$ cat config.mk
export PLATFORM = sky130hd
export DESIGN_NAME = bfly_route_ctrl
export DESIGN_NICKNAME = d
export VERILOG_FILES = /design/src/rtl/bfly_pkg.sv /design/src/rtl/bfly_elem.sv /design/src/rtl/bfly_level.sv /design/src/rtl/bfly_gather.sv /design/src/rtl/bfly_route_ctrl.sv
export SDC_FILE = /design/constraint.sdc
export NUM_CORES = 1
export LEC_CHECK = 0
export ABC_AREA = 1
export BUFFER_PORTS_ARGS = -buffer_cell sky130_fd_sc_hd__buf_2
export CAP_MARGIN = 10
export CORE_ASPECT_RATIO = 0.9
export CORE_UTILIZATION = 50
export CTS_CLUSTER_DIAMETER = 30
export DETAILED_ROUTE_END_ITERATION = 8
export PLACE_DENSITY = 0.72
export RECOVER_POWER = 25
export SYNTH_ARGS = -nofsm -noshare
export SYNTH_HDL_FRONTEND = slang
export SYNTH_SLANG_ARGS = --single-unit
$ cat constraint.sdc
create_clock -name clk -period 1.7 [get_ports clk]
set_input_delay 0 -clock clk [delete_from_list [all_inputs] [get_ports clk]]
set_output_delay 0 -clock clk [all_outputs]
set_load 0.005 [all_outputs]
$ cat src/rtl/bfly_pkg.sv
package bfly_pkg;

    // Element setting chosen from one routing tag bit.
    typedef enum logic {
        SW_STRAIGHT = 1'b0,
        SW_CROSS    = 1'b1
    } sw_set_e;

    // Low position served by element k at level lvl: k with a 0 inserted at bit lvl.
    function automatic int pair_low(input int k, input int lvl);
        return ((k >> lvl) << (lvl + 1)) | (k & ((1 << lvl) - 1));
    endfunction

    // High position of the same element.
    function automatic int pair_high(input int k, input int lvl);
        return pair_low(k, lvl) + (1 << lvl);
    endfunction

    // Flat index of an element's conflict flag, level-major.
    function automatic int elem_index(input int lvl, input int k, input int half);
        return lvl * half + k;
    endfunction

endpackage

$ cat src/rtl/bfly_elem.sv
module bfly_elem
    import bfly_pkg::*;
#(
    parameter int AW  = 3,
    parameter int LVL = 0
) (
    input  logic          a_v,
    input  logic [AW-1:0] a_src,
    input  logic [AW-1:0] a_tag,
    input  logic          b_v,
    input  logic [AW-1:0] b_src,
    input  logic [AW-1:0] b_tag,
    output logic          lo_v,
    output logic [AW-1:0] lo_src,
    output logic [AW-1:0] lo_tag,
    output logic          hi_v,
    output logic [AW-1:0] hi_src,
    output logic [AW-1:0] hi_tag,
    output logic          conflict
);

    sw_set_e a_set, b_set;
    logic a_wants_lo, a_wants_hi, b_wants_lo, b_wants_hi;

    always_comb begin
        a_set = sw_set_e'(a_tag[LVL]);
        b_set = sw_set_e'(b_tag[LVL]);
        // low input: straight stays low, cross goes high
        a_wants_lo = a_v && (a_set == SW_STRAIGHT);
        a_wants_hi = a_v && (a_set == SW_CROSS);
        // high input: straight stays high, cross goes low
        b_wants_lo = b_v && (b_set == SW_CROSS);
        b_wants_hi = b_v && (b_set == SW_STRAIGHT);
    end

    assign conflict = (a_wants_lo && b_wants_lo) || (a_wants_hi && b_wants_hi);

    // Low output: the low input has priority.
    always_comb begin
        lo_v   = 1'b0;
        lo_src = '0;
        lo_tag = '0;
        if (a_wants_lo) begin
            lo_v   = 1'b1;
            lo_src = a_src;
            lo_tag = a_tag;
        end else if (b_wants_lo) begin
            lo_v   = 1'b1;
            lo_src = b_src;
            lo_tag = b_tag;
        end
    end

    // High output: the low input has priority.
    always_comb begin
        hi_v   = 1'b0;
        hi_src = '0;
        hi_tag = '0;
        if (a_wants_hi) begin
            hi_v   = 1'b1;
            hi_src = a_src;
            hi_tag = a_tag;
        end else if (b_wants_hi) begin
            hi_v   = 1'b1;
            hi_src = b_src;
            hi_tag = b_tag;
        end
    end

endmodule

$ cat src/rtl/bfly_level.sv
module bfly_level
    import bfly_pkg::*;
#(
    parameter int AW  = 3,
    parameter int LVL = 0,
    localparam int N    = 1 << AW,
    localparam int HALF = N / 2
) (
    input  logic [N-1:0]    in_v,
    input  logic [N*AW-1:0] in_src,
    input  logic [N*AW-1:0] in_tag,
    output logic [N-1:0]    out_v,
    output logic [N*AW-1:0] out_src,
    output logic [N*AW-1:0] out_tag,
    output logic [HALF-1:0] conflict
);

    for (genvar k = 0; k < HALF; k++) begin : g_elem
        localparam int LO = pair_low(k, LVL);
        localparam int HI = pair_high(k, LVL);

        bfly_elem #(
            .AW  (AW),
            .LVL (LVL)
        ) u_elem (
            .a_v      (in_v[LO]),
            .a_src    (in_src[LO*AW +: AW]),
            .a_tag    (in_tag[LO*AW +: AW]),
            .b_v      (in_v[HI]),
            .b_src    (in_src[HI*AW +: AW]),
            .b_tag    (in_tag[HI*AW +: AW]),
            .lo_v     (out_v[LO]),
            .lo_src   (out_src[LO*AW +: AW]),
            .lo_tag   (out_tag[LO*AW +: AW]),
            .hi_v     (out_v[HI]),
            .hi_src   (out_src[HI*AW +: AW]),
            .hi_tag   (out_tag[HI*AW +: AW]),
            .conflict (conflict[k])
        );
    end

endmodule

$ cat src/rtl/bfly_gather.sv
module bfly_gather #(
    parameter int AW = 3,
    localparam int N  = 1 << AW,
    localparam int CW = AW * (N / 2)
) (
    input  logic            clk,
    input  logic            rst,
    input  logic [N-1:0]    fin_v,
    input  logic [N*AW-1:0] fin_src,
    input  logic [CW-1:0]   cf_in,
    output logic [N-1:0]    out_ok,
    output logic [N*AW-1:0] out_pos,
    output logic [CW-1:0]   out_conflict
);

    logic [N-1:0]    ok_d;
    logic [N*AW-1:0] pos_d;

    // Map the final slot array back onto source lanes.
    always_comb begin
        ok_d  = '0;
        pos_d = '0;
        for (int s = 0; s < N; s++) begin
            for (int j = 0; j < N; j++) begin
                if (fin_v[j] && (fin_src[j*AW +: AW] == AW'(s))) begin
                    ok_d[s]            = 1'b1;
                    pos_d[s*AW +: AW]  = AW'(j);
                end
            end
        end
    end

    always_ff @(posedge clk) begin
        if (rst) begin
            out_ok       <= '0;
            out_pos      <= '0;
            out_conflict <= '0;
        end else begin
            out_ok       <= ok_d;
            out_pos      <= pos_d;
            out_conflict <= cf_in;
        end
    end


    reset_clear_chk: assert property (@(posedge clk)
        $past(rst) |-> (out_ok == '0 && out_pos == '0 && out_conflict == '0));

endmodule

$ cat src/rtl/bfly_route_ctrl.sv
module bfly_route_ctrl
    import bfly_pkg::*;
#(
    parameter int AW = 3,
    localparam int N    = 1 << AW,
    localparam int HALF = N / 2,
    localparam int CW   = AW * HALF
) (
    input  logic            clk,
    input  logic            rst,
    input  logic [N-1:0]    in_valid,
    input  logic [N*AW-1:0] in_dst,
    output logic [N-1:0]    out_ok,
    output logic [N*AW-1:0] out_pos,
    output logic [CW-1:0]   out_conflict
);

    logic [N-1:0]    st_v   [AW+1];
    logic [N*AW-1:0] st_src [AW+1];
    logic [N*AW-1:0] st_tag [AW+1];
    logic [CW-1:0]   cf_all;

    // Level 0 inputs: source is the lane number, tag is source XOR destination.
    for (genvar s = 0; s < N; s++) begin : g_seed
        assign st_src[0][s*AW +: AW] = AW'(s);
        assign st_tag[0][s*AW +: AW] = AW'(s) ^ in_dst[s*AW +: AW];
    end
    assign st_v[0] = in_valid;

    for (genvar l = 0; l < AW; l++) begin : g_lvl
        bfly_level #(
            .AW  (AW),
            .LVL (l)
        ) u_level (
            .in_v     (st_v[l]),
            .in_src   (st_src[l]),
            .in_tag   (st_tag[l]),
            .out_v    (st_v[l+1]),
            .out_src  (st_src[l+1]),
            .out_tag  (st_tag[l+1]),
            .conflict (cf_all[elem_index(l, 0, HALF) +: HALF])
        );
    end

    bfly_gather #(
        .AW (AW)
    ) u_gather (
        .clk          (clk),
        .rst          (rst),
        .fin_v        (st_v[AW]),
        .fin_src      (st_src[AW]),
        .cf_in        (cf_all),
        .out_ok       (out_ok),
        .out_pos      (out_pos),
        .out_conflict (out_conflict)
    );

    for (genvar s = 0; s < N; s++) begin : g_lane_chk

        delivered_at_dst_chk: assert property (@(posedge clk) disable iff (rst)
            out_ok[s] |-> out_pos[s*AW +: AW] == $past(in_dst[s*AW +: AW]));

        idle_lane_quiet_chk: assert property (@(posedge clk) disable iff (rst)
            !$past(in_valid[s]) |-> (!out_ok[s] && out_pos[s*AW +: AW] == '0));
    end


    delivery_count_chk: assert property (@(posedge clk) disable iff (rst)
        ($past(rst) == 1'b0) |->
        ($countones(out_ok) == $countones($past(in_valid)) - $countones(out_conflict)));


    conflict_needs_two_chk: assert property (@(posedge clk) disable iff (rst)
        ($past(rst) == 1'b0 && $countones($past(in_valid)) < 2) |-> out_conflict == '0);

endmodule

==> flow_summary.yaml, run 1 <==
sta:
  timing.final.ws_setup_ns: 0.1819
  relSlewSlack_pct: 48.65
  setup_viol: 0
  hold_viol: 0
  min_period_ns: 1.518
  fmax_mhz: 658.7
  rsz0062_at_grt: "no"
  whs_ns: 0.01078
  drv_slew: 0
  finalSetupTns_ns: 0
  worst_pin_slew_ns: 0.7703
  fin_crit_sh_pct: 89.30
cts:
  htreeDepth: 2
  cts_sinks: 44
  cts_buffers: 5
  cts-root-buf: "clkbuf_8"
  cts_tree: "done"
  cts_max_path_buffers: 2
  path_clk_slew_ns: 0.09
synth:
  synthCells: 538
  syn_nets: 572
  post_synth_instance_area_um2: 3308
  synth_most_common_cell: "nand2_1"
  synth-edff-count: 0
  synth_area_leaders: "dfxtp_1 (27%), nand2_1 (16%), nand3_1 (9.8%), inv_1 (8.5%), nor2_1 (6.1%)"
  synth.distinct_cells: 29
  ys_warn_count: 0
  synth_top_flop_cell: "dfxtp_1"
  synth.top_cell.area_share_pct: 26.63
  ys_seq_area_share_pct: 26.63
  ys_ff_latch: 44
  ys_async_sr_fraction_pct: 0
  synth_top_area_cell: "dfxtp_1"
  synth_common_cells: "nand2_1 (138), inv_1 (75), nand3_1 (65), nor2_1 (54), dfxtp_1 (44)"
  syn_area_per_cell_um2: 6.149
power_and_ir_drop:
  power.density_nw_per_um2: 696.7
  worst_ir_drop_vdd_mv: 0.2820
  p_leak_nw: 2.498
global_routing:
  grt_pass1_vias: 3667
  grt_max_degree: 23
  grt_pass1_wl_mm: 16.91
  antenna_found_initial: 0
  grt_overflow: 0
  grt_usage_pct: 31.46
cells_and_area:
  multi_input_area_um2: 2069
  diodes: 0
  seqCellArea_um2: 880.8
  area_growth_pct: 29.80
  nets: 704
  layout-drive-gt1-share_pct: 29.36
  final_cells: 758
  fin_util_pct: 68.71
  fillers: 573
place:
  post-dp-hpwl_mm: 8.612
  gp_congestion: 0.9896
  dp_slack_ns: -0.1026
  dp_cells: 748
  port_buffers: 77
critical_path:
  path_max_fanout: 6
  start_kind: "input port"
  crit_start: "in_dst[0]"
  worstPathArrival_ns: 1.76
  worstPathRequired_ns: 1.94
  endpoint: "u_gather.out_ok[5]"
  critPathKind: "in2reg"
  cp-end-kind: "flop"
detailed_routing:
  vias: 3968
  wire_per_inst_um: 13.56
  drc: 0
  firstDrtPassIters: 5
  via_per_inst: 5.235
  routed_wl_mm: 10.28
  drt-initial-drc-count: 334
  antenna_left: 0
die:
  die_h_um: 79.17
  start_util_pct: 52.93
  dieArea_um2: 6946
  ios: 78
  core_area_um2: 6250
  die_x_um: 87.74
  core.rowCount: 27
job:
  drv_cap: 0
status:
  status: "finished clean"
min_path:
  min_path_type: "in2reg"
## flip-flops by register name, summed over array words and instances (netlist names)
register,flops
u_gather.out_ok,8
u_gather.out_pos,24
u_gather.out_conflict,12
## layout make-up
type	instances	share of cell area, %
Inverter	89	7.896
Multi-Input combinational cell	400	48.19
Clock buffer	5	1.603
Clock inverter	3	1.078
Tap cell	87	2.535
Sequential cell	44	20.51
Timing Repair Buffer	130	18.18
## critical path, stage by stage
cell and delay [ns]:
buf_2 0.14, nand2_4 0.12, clkinv_4 0.10, nor2_8 0.17, nor2_8 0.06, nand2_4 0.13, nand3_2 0.17, o21ai_4 0.15
inv_2 0.05, nand2_2 0.08, buf_4 0.12, nand4_1 0.14, nand2_1 0.13, nor2_1 0.06, a21oi_1 0.14
## cell usage in the layout, fill, tap and decap left out, types with 2 or more instances in the layout
cell type and count:
dlygate4sd3_1 2, nand2_4 10, nor3_1 7, nor2_2 9
nand4_1 27, a221oi_1 2, nand3_1 65, and2_1 3
inv_2 13, nor2_8 3, clkbuf_8 5, nand2_2 13
nor2_4 6, buf_2 71, o21ai_0 10, dfxtp_1 44
o211ai_1 8, clkbuf_1 6, a21oi_1 19, inv_1 75
buf_4 51, nor2_1 54, o21ai_1 11, nand3_2 2
nand2_1 138, a21oi_2 4, o21ai_2 4
## per-layer routing
metal / wire length (µm) / GRT usage (%) / vias up
met5: 0 / 0 / -
met2: 4689 / 52.79 / 174
li1: - / - / 2007
met3: 804 / 4.886 / 13
met1: 4659 / 41.84 / 1774
met4: 125 / 7.705 / 0
## kinds of logic after synthesis
| group | after synthesis | share of synthesized area (%) |
|---|---|---|
| simple gates | 338 | 50.60 |
| buf+inv | 94 | 10.82 |
| compound gates | 62 | 11.95 |
| flops | 44 | 26.63 |
## repair_timing
| item | 4_1_cts | 5_1_grt |
|---|---|---|
| setup buffers | 0 | 0 |
| gates resized for setup | 0 | 1 |
| endpoints found under the hold margin | 1 | 0 |
| hold buffers | 2 | 0 |
| endpoints found under the setup margin | 0 | 1 |
## worst min path at each step
stage / start / to / slack, ns / cells past startpoint
floorplan: in_valid[0] / u_gather.out_ok[0] / 0.13 / 2
global route: in_valid[0] / u_gather.out_ok[0] / 0.05 / 3
CTS: in_dst[15] / u_gather.out_conflict[2] / 0.02 / 4
detailed placement: in_dst[3] / u_gather.out_conflict[0] / 0.31 / 3
global placement: in_dst[3] / u_gather.out_conflict[0] / 0.30 / 3
finish: in_dst[15] / u_gather.out_conflict[2] / 0.01 / 4
## through the flow
stage,total power [mW],area (µm²)
floorplan,1.751,3308
global placement,2.134,4167
detailed placement,2.145,4167
CTS,2.985,4302
global route,3.160,4294
finish,2.992,4294
## power by group
group / internal (mW) / switching, mW
Clock: 0.443 / 0.408
Combinational: 0.383 / 0.632
Sequential: 1.11 / 0.0169
Total: 1.94 / 1.06
Power figures use the tool's default switching activity.
==> inputs of run 2 (changes only) <==
--- a/config.mk
+++ b/config.mk
@@ -9,6 +9,7 @@
 export BUFFER_PORTS_ARGS = -buffer_cell sky130_fd_sc_hd__buf_2
 export CAP_MARGIN = 10
 export CORE_ASPECT_RATIO = 0.9
+export CORE_MARGIN = 4
 export CORE_UTILIZATION = 50
 export CTS_CLUSTER_DIAMETER = 30
 export DETAILED_ROUTE_END_ITERATION = 8
==> constraint.sdc (replaced) <==
create_clock -name clk -period 1.55 [get_ports clk]
set_input_delay 0 -clock clk [delete_from_list [all_inputs] [get_ports clk]]
set_output_delay 0 -clock clk [all_outputs]
set_load 0.005 [all_outputs]
==> flow_summary.yaml, run 2 (same netlist as run 1, synthesis figures left out) <==
cts:
  path_clk_slew_ns: 0.09
  cts_buffers: 5
  htreeDepth: 2
  cts-root-buf: "clkbuf_8"
  cts_sinks: 44
  cts_tree: "done"
  cts_max_path_buffers: 2
sta:
  setup_viol: 0
  relSlewSlack_pct: 71.27
  hold_viol: 0
  rsz0062_at_grt: "yes"
  fmax_mhz: 699.6
  worst_pin_slew_ns: 0.4310
  min_period_ns: 1.429
  fin_crit_sh_pct: 92.22
  drv_slew: 0
detailed_routing:
  routed_wl_mm: 11.40
  firstDrtPassIters: 5
  antenna_left: 0
  drc: 0
  drt-initial-drc-count: 312
  wire_per_inst_um: 14.32
  via_per_inst: 5.307
  vias: 4224
job:
  drv_cap: 0
cells_and_area:
  reg_top3: "u_gather.out_pos: 24 flops, u_gather.out_conflict: 12 flops, u_gather.out_ok: 8 flops"
  area_growth_pct: 41.23
  diodes: 0
  fin_util_pct: 74.35
  final_cell_mix: "nand2_1 (126), buf_4 (91), buf_2 (76)"
  largest_reg_flops: 24
  final_cells: 796
  largest-register: "u_gather.out_pos"
  layout-drive-gt1-share_pct: 38.08
  final_common_cell: "nand2_1"
  nets: 742
power_and_ir_drop:
  worst_ir_drop_vdd_mv: 0.4706
  p_leak_nw: 2.719
  power.density_nw_per_um2: 736.2
min_path:
  min_path_type: "in2reg"
place:
  post-dp-hpwl_mm: 9.397
  port_buffers: 77
  dp_cells: 786
  gp_congestion: 0.9735
global_routing:
  grt_max_degree: 20
  grt_pass1_vias: 3878
  grt_pass1_wl_mm: 17.96
  grt_overflow: 0
  antenna_found_initial: 0
  grt_usage_pct: 28.14
critical_path:
  worstPathArrival_ns: 1.63
  path_max_fanout: 6
  cp_top_family: "simple AND/OR/NAND/NOR gates"
  crit_slowest_cell: "nand2_1"
  cp-end-kind: "flop"
  start_kind: "input port"
  crit_chain: "buf_2 > nand2_2 > inv_1 > nand2_1 > nand2_1 > nor2_2 > nand2_4 > nand2_4 > nand2_2 > inv_2 > o211ai_1 > buf_4 > buf_4 > nand4_1 > and2_1"
  cp_slowest_stage_delay_ns: 0.19
  critPathKind: "in2reg"
  worstPathRequired_ns: 1.75
  crit_buf_inv: 5
die:
  start_util_pct: 52.65
  core_area_um2: 6284
  ios: 78
  die_h_um: 85.17
  dieArea_um2: 7983
  core.rowCount: 27
  die_x_um: 93.74
status:
  status: "finished clean"
run 2: cell type report:
class / count / area, µm²
timing repair buffer: 168 / 1074
tap: 87 / 108.9
clock buffer: 5 / 68.82
fill: 551 / 1612
clock inverter: 3 / 46.29
multi-input combinational: 400 / 2155
inverter: 89 / 339.1
sequential: 44 / 880.8
run 2: timing repair:
action                     in CTS  in global routing
resized for setup               0                 31
hold buffers                    1                  0
buffers inserted                0                  1
hold endpoints to repair        1                  0
setup endpoints to repair       0                 20
run 2: metrics by stage:
stage	setup slack, ns	hold slack, ns	instance area (µm²)	TNS [ns]	power (mW)
final	0.1206	0.02556	4672	0	3.440
after global routing	-0.01733	0.04942	4672	-0.03064	3.622
after CTS	0.03455	0.02829	4577	0	3.385
after detailed placement	-0.2847	0.3228	4452	-4.080	2.463
after global placement	-0.2368	0.3145	4452	-3.392	2.439
after floorplan	0.1348	0.1254	3308	0	1.921
run 2: path summary, 6_finish.rpt:
check                 depth (start not counted)  slack (ns)        start                  endpoint
worst max-delay path                         15        0.12  in_valid[2]      u_gather.out_pos[15]
worst min-delay path                          4        0.03   in_dst[15]  u_gather.out_conflict[2]
run 2: tightest hold or removal path, cell delays in order:
cell and delay [ns]:
buf_2 0.10, nor2_2 0.06, nand2_1 0.07, a21oi_1 0.06
run 2: layer usage:
metal / up-vias / track usage [%] / wire length, µm
met5: - / 0 / 0
met4: 0 / 12.07 / 492
met3: 44 / 4.078 / 897
met2: 213 / 45.13 / 5053
met1: 1877 / 37.54 / 4957
li1: 2090 / - / -
run 2: report_power, final:
group	leakage [nW]	total (mW)	internal, mW	switching, mW
combinational	2.30	1.27	0.514	0.754
sequential	0.360	1.23	1.22	0.0182
clock	0.0548	0.938	0.487	0.451
